**config.mk**
```make
export PLATFORM = sky130hd
export DESIGN_NAME = apb_serial_port
export DESIGN_NICKNAME = d
export VERILOG_FILES = /design/src/rtl/sp_pkg.sv /design/src/rtl/sp_rst_sync.sv /design/src/rtl/sp_bitclk.sv /design/src/rtl/sp_tx.sv /design/src/rtl/sp_rx.sv /design/src/rtl/apb_serial_port.sv
export SDC_FILE = /design/constraint.sdc
export NUM_CORES = 1
export LEC_CHECK = 0
export BUFFER_PORTS_ARGS = -buffer_cell sky130_fd_sc_hd__clkbuf_2
export CORE_MARGIN = 4
export CORE_UTILIZATION = 55
export DETAILED_ROUTE_END_ITERATION = 16
export GPL_TIMING_DRIVEN = 0
export PLACE_DENSITY = 0.76
export SETUP_SLACK_MARGIN = 0.1
export SLEW_MARGIN = 10
export SYNTH_ARGS = -nofsm -noshare
export SYNTH_HDL_FRONTEND = slang
export SYNTH_SLANG_ARGS = --single-unit
```
**constraint.sdc**
```tcl
create_clock -name pclk -period 5.9 [get_ports pclk]
set_clock_uncertainty 0.1 [all_clocks]
set_input_delay 0.885 -clock pclk [delete_from_list [all_inputs] [get_ports pclk]]
set_output_delay 0.885 -clock pclk [all_outputs]
set_load 0.05 [all_outputs]
```
**src/rtl/sp_pkg.sv**
```systemverilog
package sp_pkg;
  // word index of each register (byte address bits above 1:0)
  localparam int IDX_DATA = 0;
  localparam int IDX_STAT = 1;
  localparam int IDX_CTRL = 2;
  localparam int IDX_PEND = 3;
  localparam int IDX_DIV  = 4;

  // control bit positions
  localparam int CB_TX_EN   = 0;
  localparam int CB_RX_EN   = 1;
  localparam int CB_TX_IE   = 2;
  localparam int CB_RX_IE   = 3;
  localparam int CB_TXO_IE  = 4;
  localparam int CB_RXO_IE  = 5;
  localparam int CB_FAST_TX = 6;
  localparam int CTRL_W     = 7;

  typedef enum logic { TXS_IDLE, TXS_SHIFT } tx_state_t;
  typedef enum logic [1:0] { RXS_IDLE, RXS_START, RXS_DATA, RXS_STOP } rx_state_t;
endpackage

```
**src/rtl/sp_rst_sync.sv**
```systemverilog
module sp_rst_sync (
  input  logic clk,
  input  logic arst_n,
  output logic rst_n
);
  logic s1_q, s2_q;

  always_ff @(posedge clk or negedge arst_n) begin
    if (!arst_n) begin
      s1_q <= 1'b0;
      s2_q <= 1'b0;
    end else begin
      s1_q <= 1'b1;
      s2_q <= s1_q;
    end
  end

  assign rst_n = s2_q;
endmodule

```
**src/rtl/sp_bitclk.sv**
```systemverilog
// Down-counter giving one tick per bit period; restart loads a first interval.
module sp_bitclk #(
  parameter int W = 20
) (
  input  logic         clk,
  input  logic         rst_n,
  input  logic         restart,
  input  logic [W-1:0] first_len,
  input  logic [W-1:0] reload,
  output logic         tick
);
  logic [W-1:0] cnt_q, cnt_d;

  assign tick = (cnt_q == '0);

  always_comb begin
    if (restart)   cnt_d = first_len;
    else if (tick) cnt_d = reload;
    else           cnt_d = cnt_q - 1'b1;
  end

  always_ff @(posedge clk or negedge rst_n) begin
    if (!rst_n) cnt_q <= '0;
    else        cnt_q <= cnt_d;
  end
endmodule

```
**src/rtl/sp_tx.sv**
```systemverilog
module sp_tx
  import sp_pkg::*;
#(
  parameter int DATA_W = 8
) (
  input  logic              clk,
  input  logic              rst_n,
  input  logic              enable,
  input  logic              buf_full,
  input  logic [DATA_W-1:0] buf_byte,
  input  logic              tick,
  output logic              take,
  output logic              busy,
  output logic              txd
);
  localparam int FRAME = DATA_W + 2;
  localparam int CW    = $clog2(FRAME + 1);

  tx_state_t        st_q, st_d;
  logic [FRAME-1:0] sh_q, sh_d;
  logic [CW-1:0]    cnt_q, cnt_d;

  assign take = (st_q == TXS_IDLE) && enable && buf_full;
  assign busy = (st_q == TXS_SHIFT);
  assign txd  = busy ? sh_q[0] : 1'b1;

  always_comb begin
    st_d  = st_q;
    sh_d  = sh_q;
    cnt_d = cnt_q;
    if (take) begin
      st_d  = TXS_SHIFT;
      sh_d  = {1'b1, buf_byte, 1'b0};
      cnt_d = CW'(FRAME);
    end else if (busy && tick) begin
      sh_d  = {1'b1, sh_q[FRAME-1:1]};
      cnt_d = cnt_q - 1'b1;
      if (cnt_q == CW'(1)) st_d = TXS_IDLE;
    end
  end

  always_ff @(posedge clk or negedge rst_n) begin
    if (!rst_n) begin
      st_q  <= TXS_IDLE;
      sh_q  <= '1;
      cnt_q <= '0;
    end else begin
      st_q  <= st_d;
      sh_q  <= sh_d;
      cnt_q <= cnt_d;
    end
  end
endmodule

```
**src/rtl/sp_rx.sv**
```systemverilog
module sp_rx
  import sp_pkg::*;
#(
  parameter int DATA_W = 8
) (
  input  logic              clk,
  input  logic              rst_n,
  input  logic              enable,
  input  logic              rxd,
  input  logic              tick,
  output logic              restart,
  output logic              valid,
  output logic [DATA_W-1:0] rx_byte
);
  localparam int CW = $clog2(DATA_W + 1);

  logic              s1_q, line_q;
  rx_state_t         st_q, st_d;
  logic [DATA_W-1:0] sh_q, sh_d;
  logic [CW-1:0]     cnt_q, cnt_d;

  assign rx_byte = sh_q;

  always_comb begin
    st_d    = st_q;
    sh_d    = sh_q;
    cnt_d   = cnt_q;
    restart = 1'b0;
    valid   = 1'b0;
    if (!enable) begin
      st_d = RXS_IDLE;
    end else begin
      case (st_q)
        RXS_IDLE: if (!line_q) begin
          restart = 1'b1;
          st_d    = RXS_START;
        end
        RXS_START: if (tick) begin
          st_d  = line_q ? RXS_IDLE : RXS_DATA;
          cnt_d = '0;
        end
        RXS_DATA: if (tick) begin
          sh_d  = {line_q, sh_q[DATA_W-1:1]};
          cnt_d = cnt_q + 1'b1;
          if (cnt_q == CW'(DATA_W - 1)) st_d = RXS_STOP;
        end
        RXS_STOP: if (tick) begin
          valid = line_q;
          st_d  = RXS_IDLE;
        end
        default: st_d = RXS_IDLE;
      endcase
    end
  end

  always_ff @(posedge clk or negedge rst_n) begin
    if (!rst_n) begin
      s1_q   <= 1'b1;
      line_q <= 1'b1;
      st_q   <= RXS_IDLE;
      sh_q   <= '0;
      cnt_q  <= '0;
    end else begin
      s1_q   <= rxd;
      line_q <= s1_q;
      st_q   <= st_d;
      sh_q   <= sh_d;
      cnt_q  <= cnt_d;
    end
  end
endmodule

```
**src/rtl/apb_serial_port.sv**
```systemverilog
module apb_serial_port
  import sp_pkg::*;
#(
  parameter int ADDR_W = 12,
  parameter int DIV_W  = 20,
  parameter int DATA_W = 8
) (
  input  logic              pclk,
  input  logic              presetn,
  input  logic              psel,
  input  logic              penable,
  input  logic              pwrite,
  input  logic [ADDR_W-1:0] paddr,
  input  logic [31:0]       pwdata,
  output logic [31:0]       prdata,
  input  logic              rxd,
  output logic              txd,
  output logic              irq_tx,
  output logic              irq_rx,
  output logic              irq_tx_ovr,
  output logic              irq_rx_ovr,
  output logic              irq_any
);
  localparam int WI = ADDR_W - 2;

  logic rst_n;
  sp_rst_sync u_rst (.clk(pclk), .arst_n(presetn), .rst_n(rst_n));

  // bus decode
  logic          acc_wr, acc_rd, wr_data, rd_data;
  logic [WI-1:0] widx;
  assign widx    = paddr[ADDR_W-1:2];
  assign acc_wr  = psel && penable && pwrite;
  assign acc_rd  = psel && penable && !pwrite;
  assign wr_data = acc_wr && (widx == WI'(IDX_DATA));
  assign rd_data = acc_rd && (widx == WI'(IDX_DATA));

  // architectural state
  logic [CTRL_W-1:0] ctrl_q, ctrl_d;
  logic [DIV_W-1:0]  div_q, div_d;
  logic [DATA_W-1:0] txb_q, txb_d, rxb_q, rxb_d;
  logic              txf_q, txf_d, rxf_q, rxf_d;
  logic              txo_q, txo_d, rxo_q, rxo_d;
  logic [3:0]        pend_q, pend_d;

  // datapath wires
  logic              tx_take, tx_busy, tx_tick, rx_tick, rx_restart, rx_valid;
  logic [DATA_W-1:0] rx_byte;
  logic [DIV_W-1:0]  eff_div, half_div, tx_len, rx_first, rx_len;
  logic              ev_tx_ovr, ev_rx_ovr, ev_rx_fill;
  logic [3:0]        ev, ie;

  assign eff_div  = (div_q == '0) ? DIV_W'(1) : div_q;
  assign half_div = eff_div >> 1;
  assign tx_len   = ctrl_q[CB_FAST_TX] ? '0 : eff_div - 1'b1;
  assign rx_len   = eff_div - 1'b1;
  assign rx_first = (half_div == '0) ? '0 : half_div - 1'b1;

  sp_bitclk #(.W(DIV_W)) u_tx_clk (
    .clk(pclk), .rst_n(rst_n), .restart(tx_take),
    .first_len(tx_len), .reload(tx_len), .tick(tx_tick));

  sp_bitclk #(.W(DIV_W)) u_rx_clk (
    .clk(pclk), .rst_n(rst_n), .restart(rx_restart),
    .first_len(rx_first), .reload(rx_len), .tick(rx_tick));

  sp_tx #(.DATA_W(DATA_W)) u_tx (
    .clk(pclk), .rst_n(rst_n), .enable(ctrl_q[CB_TX_EN]),
    .buf_full(txf_q), .buf_byte(txb_q), .tick(tx_tick),
    .take(tx_take), .busy(tx_busy), .txd(txd));

  sp_rx #(.DATA_W(DATA_W)) u_rx (
    .clk(pclk), .rst_n(rst_n), .enable(ctrl_q[CB_RX_EN]),
    .rxd(rxd), .tick(rx_tick), .restart(rx_restart),
    .valid(rx_valid), .rx_byte(rx_byte));

  // events
  assign ev_tx_ovr  = wr_data && txf_q;
  assign ev_rx_ovr  = rx_valid && rxf_q && !rd_data;
  assign ev_rx_fill = rx_valid && !ev_rx_ovr;
  assign ev = {ev_rx_ovr, ev_tx_ovr, ev_rx_fill, tx_take};
  assign ie = {ctrl_q[CB_RXO_IE], ctrl_q[CB_TXO_IE], ctrl_q[CB_RX_IE], ctrl_q[CB_TX_IE]};

  always_comb begin
    ctrl_d = ctrl_q;
    div_d  = div_q;
    txb_d  = txb_q;
    txf_d  = txf_q;
    rxb_d  = rxb_q;
    rxf_d  = rxf_q;
    txo_d  = txo_q;
    rxo_d  = rxo_q;
    pend_d = pend_q;

    if (acc_wr && widx == WI'(IDX_CTRL)) ctrl_d = pwdata[CTRL_W-1:0];
    if (acc_wr && widx == WI'(IDX_DIV))  div_d  = pwdata[DIV_W-1:0];

    // clears first, sets below take priority
    if (acc_wr && widx == WI'(IDX_STAT)) begin
      if (pwdata[2]) txo_d = 1'b0;
      if (pwdata[3]) rxo_d = 1'b0;
    end
    if (acc_wr && widx == WI'(IDX_PEND)) pend_d = pend_q & ~pwdata[3:0];
    if (tx_take) txf_d = 1'b0;
    if (rd_data) rxf_d = 1'b0;

    if (wr_data && !txf_q) begin
      txb_d = pwdata[DATA_W-1:0];
      txf_d = 1'b1;
    end
    if (ev_tx_ovr) txo_d = 1'b1;
    if (ev_rx_fill) begin
      rxb_d = rx_byte;
      rxf_d = 1'b1;
    end
    if (ev_rx_ovr) rxo_d = 1'b1;
    pend_d = pend_d | (ev & ie);
  end

  always_ff @(posedge pclk or negedge rst_n) begin
    if (!rst_n) begin
      ctrl_q <= '0;
      div_q  <= '0;
      txb_q  <= '0;
      txf_q  <= 1'b0;
      rxb_q  <= '0;
      rxf_q  <= 1'b0;
      txo_q  <= 1'b0;
      rxo_q  <= 1'b0;
      pend_q <= '0;
    end else begin
      ctrl_q <= ctrl_d;
      div_q  <= div_d;
      txb_q  <= txb_d;
      txf_q  <= txf_d;
      rxb_q  <= rxb_d;
      rxf_q  <= rxf_d;
      txo_q  <= txo_d;
      rxo_q  <= rxo_d;
      pend_q <= pend_d;
    end
  end

  // read mux
  always_comb begin
    prdata = '0;
    case (widx)
      WI'(IDX_DATA): prdata[DATA_W-1:0] = rxb_q;
      WI'(IDX_STAT): prdata[3:0]        = {rxo_q, txo_q, rxf_q, txf_q};
      WI'(IDX_CTRL): prdata[CTRL_W-1:0] = ctrl_q;
      WI'(IDX_PEND): prdata[3:0]        = pend_q;
      WI'(IDX_DIV):  prdata[DIV_W-1:0]  = div_q;
      default:       prdata = '0;
    endcase
  end

  logic [3:0] irq_vec;
  assign irq_vec    = pend_q & ie;
  assign irq_tx     = irq_vec[0];
  assign irq_rx     = irq_vec[1];
  assign irq_tx_ovr = irq_vec[2];
  assign irq_rx_ovr = irq_vec[3];
  assign irq_any    = |irq_vec;
endmodule

```
==> reports/results.ini <==
[setup_path]
endpoint_kind = primary output
cp_cell_sequence = clkbuf_2, nor4_4, nand2_2, nor4b_1, clkbuf_1, a221o_1, clkbuf_2
critical_path.slowest_cell = nor4b_1
critical_path_class = input port to primary output
slowest_delay_ns = 0.56
start_kind = input port
cp.required_ns = 4.91
critPathMaxFanout = 10
crit_path_frequent_cell = clkbuf_2
crit_buf_inv = 3
crit_family = simple AND/OR/NAND/NOR gates
critPathArrivalTime_ns = 2.92

[layout]
final_nets = 858
syn2layout_area_growth_pct = 17.45
drive_gt1_frac = 0.2392
fillCellCount = 938
antenna_cells = 0

[clock_tree]
cts_htree_levels = 4
tritoncts = built
clkTransAtPathRegs_ns = 0.05
clk_latency_ns = 0.42
ctsResizeCount = 0
clock_path_buffers = 2
cts-root-buf = clkbuf_16
hold_buffers = 0
post-cts-setup-buffer-count = 0
numCtsBuffers = 17
cts_sinks = 123

[timing]
drv_slew = 0
fin_setup_tns_ns = 0
finalSetupViolCount = 0
slew-limit-headroom = 0.4069
worst_pin_slew_ns = 0.8824
rsz0062_at_grt = false
timing.hold.ws_ns = 0.1389
max_freq_mhz = 256.1
fin_crit_sh = 0.6619
hold_viol = 0
finalWorstSetupSlack_ns = 1.995
fin_crit_ns = 3.905

[detailed_routing]
via_per_inst = 5.823
ant_nets = 0
drc = 0
dr.pass1.iters = 5
vias = 5677
routed_wl_mm = 18.07
drtIter0Drc = 373
routedWlPerCell_um = 18.53

[grt]
grt_pass1_vias = 5824
antenna_found_initial = 0
grt_overflow_total = 0
grt_max_degree = 47
grt_pass1_wl_mm = 29.55
grt.total_usage = 0.2582

[synth]
yosysUniqueCellTypes = 67
ys_ff_latch = 123
async_flop_share = 1.000
synth_top_area_cell = dfrtp_1
syn-instance-count = 702
ys_warn_count = 0
syn_avg_cell_area_um2 = 9.919
ys_top_cells_by_area = dfrtp_1 40%, mux2_2 6.8%, xnor2_1 4.3%
synth_edf_count = 0
ys.flop_type = dfrtp_1
yosysSeqAreaShare = 0.4440
netlist_area_um2 = 6963
synth_top_area_frac = 0.4025

[floorplan]
die_area_um2 = 14520
ioPinCount = 88
start_util = 0.5702
fp.dieW_um = 120.5
core-area_um2 = 12210
dieHeight_um = 120.5
fp-row-count = 40

[power_and_ir_drop]
powerDensity_nw_per_um2 = 330.1
p_leak_nw = 3.753
vdd_drop_max_mv = 0.2137

[job]
drv_cap = 0

[placement]
port-buffer-count = 60
pre_cts_ws_ns = 1.854
dp_hpwl_mm = 13.39
gp_congestion = 0.8954

[outcome]
status = complete, no violations

[min_path]
hp-class = input port to asynchronous set/reset pin

==> worst reg2reg max path, stage by stage (launching register included) <==
cell,delay [ns]
dfrtp_1,0.32
clkbuf_1,0.39
nor3_2,0.17
and3_1,0.24
a21oi_1,0.47
ha_1,0.31
nor2b_1,0.19
nand4_1,0.21
nor3_1,0.25
xor2_1,0.26
nor2_1,0.07
o32ai_1,0.30
==> metal layers <==
| metal | share of wire | GRT usage | routed length [um] |
|---|---|---|---|
| met1 | 0.42 | 0.3277 | 7546 |
| met2 | 0.49 | 0.4380 | 8930 |
| met3 | 0.064 | 0.05379 | 1160 |
| met4 | 0.024 | 0.09207 | 429 |
| met5 | 0 | 0 | 0 |
==> layout by cell type, fill, tap and decap left out, types with 8 or more instances in the layout <==
| master | netlist | routed |
|---|---|---|
| xor2_1 | 34 | 34 |
| nand2_1 | 73 | 73 |
| clkbuf_16 | 0 | 17 |
| nor2_1 | 67 | 67 |
| or4_1 | 8 | 8 |
| and2_1 | 18 | 18 |
| buf_2 | 9 | 9 |
| conb_1 | 2 | 13 |
| o21ai_0 | 22 | 22 |
| buf_4 | 13 | 13 |
| clkbuf_2 | 0 | 60 |
| or3_1 | 9 | 9 |
| mux2_4 | 8 | 8 |
| dfstp_2 | 11 | 11 |
| a21oi_1 | 13 | 13 |
| nor3_1 | 19 | 19 |
| dfrtp_1 | 112 | 111 |
| ha_1 | 14 | 14 |
| nor4_1 | 12 | 11 |
| inv_1 | 18 | 18 |
| xnor2_1 | 34 | 34 |
| nand4_1 | 8 | 8 |
| o22ai_1 | 19 | 19 |
| clkbuf_1 | 24 | 27 |
| mux2_2 | 42 | 42 |
| nand3_1 | 15 | 15 |
==> per-stage QoR <==
step | instances | area (um2) | power, mW | utilization
2_1_floorplan | 713 | 7004 | 1.491 | -
5_1_grt | 975 | 8178 | 2.820 | 0.6697
3_5_place_dp | 943 | 7566 | 1.632 | 0.6196
3_3_place_gp | 941 | 7515 | 1.594 | 0.6154
4_1_cts | 975 | 8172 | 2.698 | 0.6692
6_report | 975 | 8178 | 2.699 | 0.6697
==> report_power, final <==
part | total [mW] | internal (mW) | switching [mW] | leakage (nW)
Combinational | 0.508 | 0.227 | 0.282 | 1.92
Clock | 1.06 | 0.686 | 0.375 | 0.290
Sequential | 1.13 | 0.998 | 0.132 | 1.54
==> worst paths after layout <==
kind / startpoint / endpoint / slack (ns) / cells after the start
max in group asynchronous: u_rst.rst_n / u_tx.sh_q[0] / 4.86 / 1
max reg2reg: div_q[3] / u_rx_clk.cnt_q[14] / 2.53 / 11
max: paddr[9] / prdata[0] / 1.99 / 7
min: presetn / u_rst.rst_n / 0.14 / 1
min in group pclk: u_rst.s1_q / u_rst.rst_n / 0.25 / 0
min reg2reg: u_rst.rst_n / u_rx.rx_byte[0] / 0.19 / 0
==> cell type report <==
class	instances	area, um2	area share
Buffer	47	244.0	0.02983
Clock buffer	22	464.2	0.05676
Clock inverter	10	141.4	0.01729
Inverter	18	67.56	0.008262
Multi-Input combinational cell	525	3607	0.4411
Sequential cell	123	3095	0.3785
Tap cell	168	210.2	0.02570
Timing Repair Buffer	62	347.8	0.04253
==> flip-flops by register name, indices dropped and copies added (netlist names), 4 cells and up <==
| name | count |
|---|---|
| div_q | 20 |
| u_rx_clk.cnt_q | 20 |
| u_rx.rx_byte | 8 |
| ctrl_q | 7 |
| u_rx.cnt_q | 4 |
| txb_q | 8 |
| pend_q | 4 |
| rxb_q | 8 |
| u_tx.cnt_q | 4 |
| u_tx.sh_q | 9 |
| u_tx_clk.cnt_q | 20 |
==> synth_stat cells, drive strengths merged, types with 2 or more instances <==
| master | number |
|---|---|
| o21a | 2 |
| mux2i | 5 |
| mux2 | 50 |
| or3 | 9 |
| nor4 | 17 |
| a21oi | 13 |
| nand2b | 6 |
| o21ai | 25 |
| and3 | 2 |
| o22ai | 19 |
| or2 | 3 |
| and4 | 2 |
| o221ai | 7 |
| dfstp | 11 |
| xor2 | 34 |
| xnor2 | 34 |
| a32oi | 2 |
| o32ai | 2 |
| nor3b | 2 |
| nor2 | 68 |
| nor3 | 22 |
| conb | 2 |
| nand2 | 74 |
| or4 | 9 |
| dfrtp | 112 |
| clkbuf | 24 |
| and2 | 18 |
| nand3 | 15 |
| a22o | 5 |
| ha | 14 |
| a221o | 4 |
| nand3b | 4 |
| o211ai | 3 |
| inv | 18 |
| buf | 23 |
| a222oi | 4 |
| nand4b | 3 |
| nor2b | 5 |
| a32o | 2 |
| a31oi | 6 |
| nand4 | 8 |
| o31a | 2 |
==> cells by family (layout without fill, tap and decap cells) <==
| group | Yosys count | count (layout) | share of synthesized area |
|---|---|---|---|
| AOI/OAI and AO/OA | 106 | 106 | 0.1076 |
| xor gates and xnor gates | 68 | 68 | 0.08554 |
| adders and majority gates | 14 | 14 | 0.02516 |
| DFF | 123 | 123 | 0.4440 |
| muxes | 55 | 55 | 0.09236 |
| other | 2 | 13 | 0.001079 |
| and+or+nand+nor | 269 | 269 | 0.1995 |
| buffers and inverters | 65 | 159 | 0.04474 |
Note: power is estimated with default switching activity, not from simulation.
